===== config.mk =====
export PLATFORM = sky130hd
export DESIGN_NAME = alu8
export DESIGN_NICKNAME = d
export VERILOG_FILES = /design/src/rtl/alu8_pkg.sv /design/src/rtl/alu8_ctrl.sv /design/src/rtl/alu8_datapath.sv /design/src/rtl/alu8.sv
export SDC_FILE = /design/constraint.sdc
export NUM_CORES = 1
export LEC_CHECK = 0
export BUFFER_PORTS_ARGS = -buffer_cell sky130_fd_sc_hd__buf_2
export CAP_MARGIN = 5
export CORE_MARGIN = 2
export CORE_UTILIZATION = 55
export DETAILED_ROUTE_END_ITERATION = 12
export PLACE_DENSITY = 0.89
export RECOVER_POWER = 25
export SYNTH_ARGS = -nofsm -noshare
export SYNTH_HDL_FRONTEND = slang
export SYNTH_SLANG_ARGS = --single-unit

===== constraint.sdc =====
create_clock -name vclk -period 7.89
set_input_delay 0.789 -clock vclk [all_inputs]
set_output_delay 0.789 -clock vclk [all_outputs]
set_load 0.01 [all_outputs]

===== src/rtl/alu8_pkg.sv =====
package alu8_pkg;
  typedef enum logic [2:0] {
    OP_SUB = 3'd0,
    OP_SBC = 3'd1,
    OP_ROR = 3'd2,
    OP_STA = 3'd3,
    OP_STX = 3'd4,
    OP_TAX = 3'd5
  } aluOp_t;

  typedef struct packed {
    logic subEn;
    logic useCarry;
    logic rorEn;
    logic passB;
    logic weN;
    logic weZ;
    logic weC;
  } aluStrobes_t;

  localparam int FLAG_C = 0;
  localparam int FLAG_Z = 1;
  localparam int FLAG_N = 2;
  localparam int FLAG_H = 3;
endpackage


===== src/rtl/alu8_ctrl.sv =====
module alu8_ctrl
  import alu8_pkg::*;
(
  input  logic [2:0]  opSel,
  output aluStrobes_t strobes
);
  always_comb begin
    strobes = '0;
    case (opSel)
      OP_SUB: begin
        strobes.subEn = 1'b1;
        strobes.weN = 1'b1; strobes.weZ = 1'b1; strobes.weC = 1'b1;
      end
      OP_SBC: begin
        strobes.subEn = 1'b1;
        strobes.useCarry = 1'b1;
        strobes.weN = 1'b1; strobes.weZ = 1'b1; strobes.weC = 1'b1;
      end
      OP_ROR: begin
        strobes.rorEn = 1'b1;
        strobes.weN = 1'b1; strobes.weZ = 1'b1; strobes.weC = 1'b1;
      end
      OP_STA: begin
        strobes.weN = 1'b1; strobes.weZ = 1'b1;
      end
      OP_STX: begin
        strobes.passB = 1'b1;
        strobes.weN = 1'b1; strobes.weZ = 1'b1;
      end
      default: strobes = '0;
    endcase
  end
endmodule


===== src/rtl/alu8_datapath.sv =====
module alu8_datapath
  import alu8_pkg::*;
#(
  parameter int WIDTH = 8
) (
  input  logic [WIDTH-1:0] opA,
  input  logic [WIDTH-1:0] opB,
  input  logic             carryIn,
  input  aluStrobes_t      strobes,
  output logic [WIDTH-1:0] result,
  output logic [3:0]       flagsOut,
  output logic [3:0]       flagWe
);
  localparam int MSB = WIDTH - 1;
  localparam int EXT = WIDTH + 1;

  logic [EXT-1:0]   diffExt;
  logic [EXT-1:0]   borrowExt;
  logic [WIDTH-1:0] resNext;
  logic             carryNext;
  logic             carryFinal;

  always_comb begin
    borrowExt = {{WIDTH{1'b0}}, (strobes.useCarry & carryIn)};
    diffExt   = {1'b0, opA} - {1'b0, opB} - borrowExt;
  end

  always_comb begin
    if (strobes.subEn) begin
      resNext   = diffExt[MSB:0];
      carryNext = diffExt[WIDTH];
    end else if (strobes.rorEn) begin
      resNext   = {carryIn, opA[MSB:1]};
      carryNext = opA[0];
    end else begin
      resNext   = strobes.passB ? opB : opA;
      carryNext = carryIn;
    end
    carryFinal = strobes.weC ? carryNext : carryIn;
  end

  assign result   = resNext;
  assign flagsOut = {1'b0, resNext[MSB], (resNext == '0), carryFinal};
  assign flagWe   = {1'b0, strobes.weN, strobes.weZ, strobes.weC};
endmodule


===== src/rtl/alu8.sv =====
module alu8
  import alu8_pkg::*;
#(
  parameter int WIDTH = 8
) (
  input  logic [WIDTH-1:0] opA,
  input  logic [WIDTH-1:0] opB,
  input  logic             carryIn,
  input  logic [2:0]       opSel,
  output logic [WIDTH-1:0] result,
  output logic [3:0]       flagsOut,
  output logic [3:0]       flagWe
);
  aluStrobes_t strobes;

  alu8_ctrl u_ctrl (
    .opSel   (opSel),
    .strobes (strobes)
  );

  alu8_datapath #(.WIDTH(WIDTH)) u_dp (
    .opA      (opA),
    .opB      (opB),
    .carryIn  (carryIn),
    .strobes  (strobes),
    .result   (result),
    .flagsOut (flagsOut),
    .flagWe   (flagWe)
  );
endmodule


==> impl_summary.log, run 1 <==
INFO  metric outcome = finished, final reports clean
INFO  metric placement_rows = 14
INFO  metric postSynthAreaPerCell = 6.975 um2
INFO  metric setup_viol_count_final = 0
INFO  metric share_of_the_clock_period_used_by_the_worst_path = 0.5646
INFO  metric grt_setup_unrepaired = no
INFO  metric path_max_fanout = 14
INFO  metric detail_route_antenna_nets = 0
INFO  metric drt_first_iter_violations = 30
INFO  metric slew_headroom = 0.6623
INFO  metric path_class = primary input to primary output
INFO  metric final_layout_fill_cell_count = 142
INFO  metric detail_route.wl_per_cell = 12.80 um
INFO  metric synthToLayoutAreaGrowth = 14.41%
INFO  metric final.setup.tns = 0 ns
INFO  metric antenna_found_initial = 0
INFO  metric wire_length_of_the_first_global_routing_pass = 3525 um
INFO  metric timing.final.hold_violations = 0
INFO  metric detail_route.vias_per_cell = 5.515
INFO  metric die_width = 44.13 um
INFO  metric startpoint_type = primary input
INFO  metric power.ir.vdd_worst = 46.28 uV
INFO  metric synth.cell_area = 885.9 um2
INFO  metric port_buffers = 34
INFO  metric boundaryPins = 36
INFO  metric whs = 1.987 ns
INFO  metric remaining_drc_errors = 0
INFO  metric post_route_cells_drive_above_1_share = 0.2549
INFO  metric floorplan.core_area = 0.001506 mm2
INFO  metric power.leakage = 0.5270 nW
INFO  metric dp_hpwl = 1885 um
INFO  metric cts-resized-gates = 0
INFO  metric antenna-diode-count = 0
INFO  metric total_power = 0.08665 mW
INFO  metric multi_input_area = 737.0 um2
INFO  metric hold_buffers = 0
INFO  metric floorplan.initialDensity = 0.5880
INFO  metric dr_total_vias = 932
INFO  metric cap_viol_max_count = 0
INFO  metric cts.repair_timing.setup_buffer_count = 0
INFO  metric synth_unique_cells = 39
INFO  metric grt_max_degree = 16
INFO  metric drtPass1Iterations = 4
INFO  metric fmaxAchievable = 224.5 MHz
INFO  metric first_global_vias = 838
INFO  metric final_nets = 191
INFO  metric hold_path.class = primary input to primary output
INFO  metric seq_area = 0 um2
INFO  metric synth.yosys.warnings = 0
INFO  metric routed_wl = 2164 um
INFO  metric n_clock_buffer = 0
INFO  metric design.seq.count = 0
INFO  metric synth_sequential_area_ratio = 0
INFO  metric post-route-min-period = 4.455 ns
INFO  metric die-height = 44.13 um
INFO  metric cellPowerDensity = 85.50 mW/mm2
INFO  metric gp_routability_congestion = 0.9152
INFO  metric worst_slew_pin_slew = 0.5047 ns
INFO  metric die-area = 0.001947 mm2
INFO  metric global_route.usage.total = 0.2313
INFO  metric synthesis.instances = 127
INFO  metric grt.overflow.total = 0
INFO  metric endpoint_kind = primary output
INFO  metric drv_slew = 0
INFO  metric worst_path_required = 7.10 ns
INFO  metric worst-endpoint-arrival = 3.67 ns
-- final cells by class --
cell class | instances | area share
Tap cell | 16 | 0.01975
Multi-Input combinational cell | 95 | 0.7272
Timing Repair Buffer | 34 | 0.1642
Inverter | 24 | 0.08889
-- cell usage in the layout, fill, tap and decap left out, drive strengths merged --
cell and count:
and2 1, nand4bb 1, or2 2, a2bb2oi 4
inv 24, o22ai 7, o221ai 1, conb 2
a21oi 8, fa 2, o21bai 1, o21a 3
a22oi 1, nand2b 5, nand3 1, a311oi 2
nor2 8, ha 14, nor3 3, nand2 6
a31oi 1, xor2 2, or2b 1, o21ai 9
nor2b 1, clkbuf 3, xnor2 6, and4b 1
o211ai 2, buf 31
-- where the power goes --
group / internal [mW] / switching, mW / total (mW)
Combinational: 0.0386 / 0.0480 / 0.0867
Sequential: 0 / 0 / 0
Clock: 0 / 0 / 0
Total: 0.0386 / 0.0480 / 0.0867
-- cell usage after synthesis --
library cell / n / area share
sky130_fd_sc_hd__a31oi_1: 1 / 0.0071
sky130_fd_sc_hd__xor2_1: 2 / 0.020
sky130_fd_sc_hd__a2bb2oi_1: 3 / 0.030
sky130_fd_sc_hd__nand2b_1: 4 / 0.028
sky130_fd_sc_hd__a21oi_1: 7 / 0.040
sky130_fd_sc_hd__o21ai_1: 3 / 0.017
sky130_fd_sc_hd__or2_1: 2 / 0.014
sky130_fd_sc_hd__o21bai_1: 1 / 0.0085
sky130_fd_sc_hd__a22oi_1: 1 / 0.0085
sky130_fd_sc_hd__or2b_2: 1 / 0.0099
sky130_fd_sc_hd__inv_1: 24 / 0.10
sky130_fd_sc_hd__and2_1: 1 / 0.0071
sky130_fd_sc_hd__conb_1: 1 / 0.0042
sky130_fd_sc_hd__nor3_1: 2 / 0.011
sky130_fd_sc_hd__o211ai_1: 2 / 0.017
sky130_fd_sc_hd__ha_1: 14 / 0.20
sky130_fd_sc_hd__o21a_1: 3 / 0.025
sky130_fd_sc_hd__nor2b_1: 1 / 0.0071
sky130_fd_sc_hd__o21ai_0: 6 / 0.034
sky130_fd_sc_hd__o22ai_2: 2 / 0.028
sky130_fd_sc_hd__buf_2: 2 / 0.011
sky130_fd_sc_hd__nand3_1: 1 / 0.0056
sky130_fd_sc_hd__buf_6: 1 / 0.013
sky130_fd_sc_hd__a311oi_1: 1 / 0.0099
sky130_fd_sc_hd__nand2b_2: 1 / 0.0099
sky130_fd_sc_hd__nand4bb_1: 1 / 0.013
sky130_fd_sc_hd__o221ai_1: 1 / 0.0099
sky130_fd_sc_hd__a311oi_2: 1 / 0.017
sky130_fd_sc_hd__a2bb2oi_2: 1 / 0.017
sky130_fd_sc_hd__nor2_1: 8 / 0.034
sky130_fd_sc_hd__o22ai_1: 5 / 0.035
sky130_fd_sc_hd__and4b_1: 1 / 0.011
sky130_fd_sc_hd__clkbuf_1: 1 / 0.0042
sky130_fd_sc_hd__nor3_2: 1 / 0.011
sky130_fd_sc_hd__fa_1: 2 / 0.045
sky130_fd_sc_hd__xnor2_1: 6 / 0.059
sky130_fd_sc_hd__nand2_1: 6 / 0.025
sky130_fd_sc_hd__buf_4: 5 / 0.042
sky130_fd_sc_hd__a21oi_2: 1 / 0.0099
-- layer usage --
metal / global-route usage / vias up / wire, um
li1: - / 481 / -
met1: 0.3020 / 417 / 906
met2: 0.4382 / 32 / 1106
met3: 0 / 2 / 128
met4: 0.02424 / 0 / 23
met5: 0 / - / 0
-- final timing paths --
check,start,to,depth (start not counted)
setup / recovery,opSel[1],flagsOut[0],12
hold / removal,opA[7],result[7],4
-- critical path, stage by stage --
cell and delay, ns:
sky130_fd_sc_hd__buf_2 0.17, sky130_fd_sc_hd__nor2_1 0.43, sky130_fd_sc_hd__nand3_1 0.18, sky130_fd_sc_hd__fa_1 0.45
sky130_fd_sc_hd__fa_1 0.43, sky130_fd_sc_hd__nand2b_1 0.16, sky130_fd_sc_hd__a21oi_1 0.21, sky130_fd_sc_hd__o21ai_1 0.13
sky130_fd_sc_hd__a311oi_1 0.34, sky130_fd_sc_hd__xnor2_1 0.16, sky130_fd_sc_hd__o21ai_1 0.07, sky130_fd_sc_hd__buf_2 0.14
-- kinds of logic (layout without fill, tap and decap cells) --
family                     count (synthesis)  in the layout  share of synthesized area
AOI/OAI and AO/OA                         39             39                     0.3136
xor gates and xnor gates                   8              8                    0.07910
and+or+nand+nor                           30             30                     0.1879
buffers and inverters                     33             58                     0.1723
adders and majority gates                 16             16                     0.2429
other                                      1              2                   0.004233
-- per-stage QoR --
stage                     instances  area [um2]  utilization  setup slack, ns
after CTS                       169        1017       0.6752            3.445
final                           169        1013       0.6728            3.435
after global routing            169        1013       0.6728            3.145
after global placement          169        1017       0.6752            3.579
after floorplan                 128       889.6            -            3.918
after detailed placement        169        1017       0.6752            3.446
Power figures use the tool's default switching activity.
==> run 2: changes to the inputs <==
CORE_UTILIZATION = 47   (was 55)
PLACE_DENSITY = 0.81   (was 0.89)
clock period = 3.85 ns   (was 7.89 ns; I/O delays follow)
==> impl_summary.log, run 2 (synthesized netlist as in run 1, its figures left out) <==
INFO  metric antenna-diode-count = 0 (unchanged)
INFO  metric first_global_vias = 830 (-0.95%)
INFO  metric outcome = finished, final reports clean
INFO  metric die_width = 47.42 um (+7.4%)
INFO  metric grt_max_degree = 16 (unchanged)
INFO  metric place_area = 0.001036 mm2 (+1.8%)
INFO  metric worst-endpoint-arrival = 3.03 ns (-0.64 ns)
INFO  metric design.seq.count = 0 (unchanged)
INFO  metric worst_path_required = 3.46 ns (-3.64 ns)
INFO  metric gp_routability_congestion = 0.8707 (-4.9%)
INFO  metric post_route_design_area = 0.001032 mm2 (+1.9%)
INFO  metric dp_hpwl = 1885 um (about the same)
INFO  metric floorplan.core_area = 0.001745 mm2 (+16%)
INFO  metric wire_length_of_the_first_global_routing_pass = 3477 um (-1.4%)
INFO  metric placement_rows = 15 (+1)
INFO  metric timing.final.hold_violations = 0 (unchanged)
INFO  metric startpoint_type = primary input
INFO  metric cpMaxStageDelayCell = sky130_fd_sc_hd__fa_1
INFO  metric min_path_cells = 4 (unchanged)
INFO  metric synthToLayoutAreaGrowth = 16.53%
INFO  metric cellPowerDensity = 173.0 mW/mm2 (+100%)
INFO  metric setup_viol_count_final = 0 (unchanged)
INFO  metric dp_cells = 179 (+5.9%)
INFO  metric drv_slew = 0 (unchanged)
INFO  metric antenna_found_initial = 0 (unchanged)
INFO  metric grt_setup_unrepaired = no
INFO  metric hold_buffers = 0 (unchanged)
INFO  metric final_nets = 192 (+0.52%)
INFO  metric cap_viol_max_count = 0 (unchanged)
INFO  metric commonest_non_fill_non_tap_cell_in_the_layout = sky130_fd_sc_hd__buf_2
INFO  metric share_of_the_clock_period_used_by_the_worst_path = 0.8865
INFO  metric boundaryPins = 36 (unchanged)
INFO  metric path_class = primary input to primary output
INFO  metric final.setup.tns = 0 ns (unchanged)
INFO  metric final_layout_fill_cell_count = 182 (+28%)
INFO  metric hold_path.class = primary input to primary output
INFO  metric dr_total_vias = 929 (-0.32%)
INFO  metric remaining_drc_errors = 0 (unchanged)
INFO  metric total_power = 0.1786 mW (+110%)
INFO  metric n_clock_buffer = 0 (unchanged)
INFO  metric mostFrequentLayoutCells = sky130_fd_sc_hd__buf_2 (31), sky130_fd_sc_hd__inv_1 (24), sky130_fd_sc_hd__ha_1 (14)
INFO  metric path_cells = clkbuf_1, nand3_1, fa_1, fa_1, nand2b_1, a21oi_1, o21ai_1, a311oi_1, xnor2_1, o21ai_1, buf_2
INFO  metric detail_route_antenna_nets = 0 (unchanged)
INFO  metric critPathMaxStageDelay = 0.46 ns (about the same)
INFO  metric post_route_cells_drive_above_1_share = 0.2597 (+0.004838)
INFO  metric fin_cells = 179 (+5.9%)
INFO  metric routed_wl = 2210 um (+2.1%)
INFO  metric global_route.usage.total = 0.2097 (-0.02157)
INFO  metric fmaxAchievable = 293.0 MHz
INFO  metric seq_area = 0 um2 (unchanged)
INFO  metric die-height = 47.42 um (+7.4%)
INFO  metric drt_first_iter_violations = 16 (-47%)
INFO  metric cts.repair_timing.setup_buffer_count = 0 (unchanged)
INFO  metric floorplan.initialDensity = 0.5075 (-0.08051)
INFO  metric post-route-min-period = 3.413 ns
INFO  metric power.ir.vdd_worst = 69.33 uV (+50%)
INFO  metric drtPass1Iterations = 4 (unchanged)
INFO  metric power.leakage = 0.5321 nW (+0.97%)
INFO  metric final_util = 0.5914 (-0.08136)
INFO  metric detail_route.vias_per_cell = 5.190 (-5.9%)
INFO  metric path_max_fanout = 14 (unchanged)
INFO  metric cts-resized-gates = 0 (unchanged)
INFO  metric endpoint_kind = primary output
INFO  metric port_buffers = 34 (unchanged)
INFO  metric detail_route.wl_per_cell = 12.35 um (-3.6%)
INFO  metric grt.overflow.total = 0 (unchanged)
INFO  metric die-area = 0.002248 mm2 (+15%)
-- run 2: cell count changes in the layout (fill, tap and decap cells not counted) --
cell | previous run | this run
sky130_fd_sc_hd__buf_4 | 0 | 1
-- run 2: per-layer routing --
| layer | part of all wire | vias up | wire length, um | track usage |
|---|---|---|---|---|
| li1 | - | 484 | - | - |
| met1 | 0.45 | 420 | 995 | 0.2579 |
| met2 | 0.50 | 25 | 1100 | 0.4189 |
| met3 | 0.052 | 0 | 114 | 0.003774 |
| met4 | 0 | 0 | 0 | 0.01111 |
| met5 | 0 | - | 0 | 0 |
-- run 2: power breakdown --
part	switching (mW)	internal [mW]	leakage (nW)
combinational	0.0985	0.0802	0.532
sequential	0	0	0
clock	0	0	0
-- run 2: final timing paths --
kind / from / to
min: carryIn / flagsOut[0]
max: opSel[0] / flagsOut[0]
-- run 2: metrics by stage --
step | hold slack, ns | worst slack [ns]
after CTS | 1.171 | 0.5321
after global routing | 1.221 | 0.3048
after floorplan | 0.9690 | 0.6863
final | 1.183 | 0.4371
after global placement | 1.174 | 0.6115
after detailed placement | 1.170 | 0.5291
-- run 2: worst max-delay path, delay by kind of cell --
kind                       cells  cell delay, ns
and+or+nand+nor                2            0.32
adders and majority gates      2            0.91
buffers and inverters          2            0.51
xor gates and xnor gates       1            0.16
AOI/OAI and AO/OA              4            0.75
-- run 2: area by class of cell --
type | instances | area, um2 | area share
inverter | 24 | 90.09 | 0.08727
multi-input combinational | 95 | 737.0 | 0.7139
tap | 25 | 31.28 | 0.03030
timing repair buffer | 35 | 173.9 | 0.1685
==> run 3: changes to the inputs <==
CORE_UTILIZATION = 52   (was 47)
MAX_ROUTING_LAYER = met4   (was default)
PLACE_DENSITY = 0.85   (was 0.81)
clock period = 3.53 ns   (was 3.85 ns; I/O delays follow)
==> impl_summary.log, run 3 (synthesized netlist as in run 1, its figures left out) <==
INFO  metric global_route.usage.total = 0.2359 (+0.02617)
INFO  metric placement_rows = 14 (-1)
INFO  metric power.ir.vdd_worst = 89.05 uV (+28%)
INFO  metric dp_hpwl = 1842 um (-2.3%)
INFO  metric worst-endpoint-arrival = 2.91 ns (-0.12 ns)
INFO  metric antenna_found_initial = 0 (unchanged)
INFO  metric port_buffers = 34 (unchanged)
INFO  metric cts-resized-gates = 0 (unchanged)
INFO  metric outcome = finished, final reports clean
INFO  metric wire_length_of_the_first_global_routing_pass = 3581 um (+3.0%)
INFO  metric endpoint_kind = primary output
INFO  metric n_clock_buffer = 0 (unchanged)
INFO  metric worst_path_required = 3.18 ns (-0.28 ns)
INFO  metric die_width = 45.28 um (-4.5%)
INFO  metric die-area = 0.002050 mm2 (-8.8%)
INFO  metric commonest_non_fill_non_tap_cell_in_the_layout = sky130_fd_sc_hd__buf_2
INFO  metric cts.repair_timing.setup_buffer_count = 0 (unchanged)
INFO  metric min_path_cells = 4 (unchanged)
INFO  metric boundaryPins = 36 (unchanged)
INFO  metric mostFrequentLayoutCells = sky130_fd_sc_hd__buf_2 (31), sky130_fd_sc_hd__inv_1 (24), sky130_fd_sc_hd__ha_1 (14)
INFO  metric critPathMaxStageDelay = 0.45 ns (about the same)
INFO  metric path_class = primary input to primary output
INFO  metric timing.final.hold_violations = 0 (unchanged)
INFO  metric routed_wl = 2119 um (-4.1%)
INFO  metric fmaxAchievable = 306.7 MHz
INFO  metric hold_path.class = primary input to primary output
INFO  metric hold_buffers = 0 (unchanged)
INFO  metric post_route_design_area = 0.001021 mm2 (-1.1%)
INFO  metric antenna-diode-count = 0 (unchanged)
INFO  metric worstHoldStart = carryIn
INFO  metric share_of_the_clock_period_used_by_the_worst_path = 0.9237
INFO  metric floorplan.core_area = 0.001559 mm2 (-11%)
INFO  metric total_power = 0.1938 mW (+8.5%)
INFO  metric remaining_drc_errors = 0 (unchanged)
INFO  metric cpMaxStageDelayCell = sky130_fd_sc_hd__fa_1
INFO  metric floorplan.initialDensity = 0.5682 (+0.06069)
INFO  metric gp_routability_congestion = 0.8575 (-1.5%)
INFO  metric detail_route.wl_per_cell = 12.46 um (+0.96%)
INFO  metric cap_viol_max_count = 0 (unchanged)
INFO  metric synthToLayoutAreaGrowth = 15.25%
INFO  metric detail_route_antenna_nets = 0 (unchanged)
INFO  metric power.leakage = 0.5317 nW (about the same)
INFO  metric detail_route.vias_per_cell = 5.553 (+7.0%)
INFO  metric place_area = 0.001025 mm2 (-1.1%)
INFO  metric path_max_fanout = 14 (unchanged)
INFO  metric design.seq.count = 0 (unchanged)
INFO  metric path_cells = buf_2, nor2_1, nand3_1, fa_1, fa_1, nand2b_1, a21oi_1, o21ai_1, a311oi_1, xnor2_1, o21ai_1, buf_2
INFO  metric setup_viol_count_final = 0 (unchanged)
INFO  metric whs = 1.124 ns (-0.05978 ns)
INFO  metric final_nets = 192 (unchanged)
INFO  metric grt.overflow.total = 0 (unchanged)
INFO  metric drtPass1Iterations = 4 (unchanged)
INFO  metric grt_setup_unrepaired = no
INFO  metric min_to = flagsOut[0]
INFO  metric first_global_vias = 871 (+4.9%)
INFO  metric startpoint_type = primary input
INFO  metric post-route-min-period = 3.261 ns
INFO  metric dr_total_vias = 944 (+1.6%)
INFO  metric final.setup.tns = 0 ns (unchanged)
INFO  metric cellPowerDensity = 189.8 mW/mm2 (+9.7%)
INFO  metric drv_slew = 0 (unchanged)
INFO  metric die-height = 45.28 um (-4.5%)
INFO  metric drt_first_iter_violations = 17 (+1)
INFO  metric post_route_cells_drive_above_1_share = 0.2597 (unchanged)
INFO  metric grt_max_degree = 16 (unchanged)
INFO  metric seq_area = 0 um2 (unchanged)
## run 3: cell counts in the layout (fill, tap and decap cells not counted)
No cell type changed its count.
## run 3: metrics by stage
stage	util	worst slack [ns]	instances
after floorplan	-	0.4303	128
after global placement	0.6573	0.3593	170
after detailed placement	0.6573	0.2547	170
after CTS	0.6573	0.2567	170
after global routing	0.6549	0.03439	170
final	0.6549	0.2692	170
## run 3: worst max-delay path: cells and delay by family
family,cells,cell delay [ns]
fa+ha+maj,2,0.88
xor+xnor,1,0.16
buf+inv,2,0.32
compound gates,4,0.77
simple gates,3,0.43
## run 3: metal layers
metal  part of all wire  vias up  GRT usage
li1                   -      484          -
met1               0.46      418     0.2950
met2               0.49       38     0.4257
met3              0.047        4   0.004000
met4             0.0057        0    0.04118
met5                  0        -          -
## run 3: how the worst max path moves through the flow
stage                         from     endpoint  cells past startpoint
after floorplan           opSel[1]  flagsOut[0]                     11
final                     opSel[1]  flagsOut[0]                     12
after CTS                 opSel[1]  flagsOut[0]                     12
after global routing      opSel[1]  flagsOut[0]                     12
after detailed placement  opSel[1]  flagsOut[0]                     12
after global placement    opSel[1]  flagsOut[0]                     12
## run 3: power by group
| part | total, mW | internal (mW) | leakage (nW) | switching (mW) |
|---|---|---|---|---|
| logic | 0.194 | 0.0873 | 0.532 | 0.107 |
| clock network | 0 | 0 | 0 | 0 |
| registers | 0 | 0 | 0 | 0 |
| total | 0.194 | 0.0873 | 0.532 | 0.107 |
## run 3: area by class of cell
type                       instances  area, um2
multi-input combinational         95      737.0
fill                             138      538.0
timing repair buffer              35      173.9
inverter                          24      90.09
tap                               16      20.02
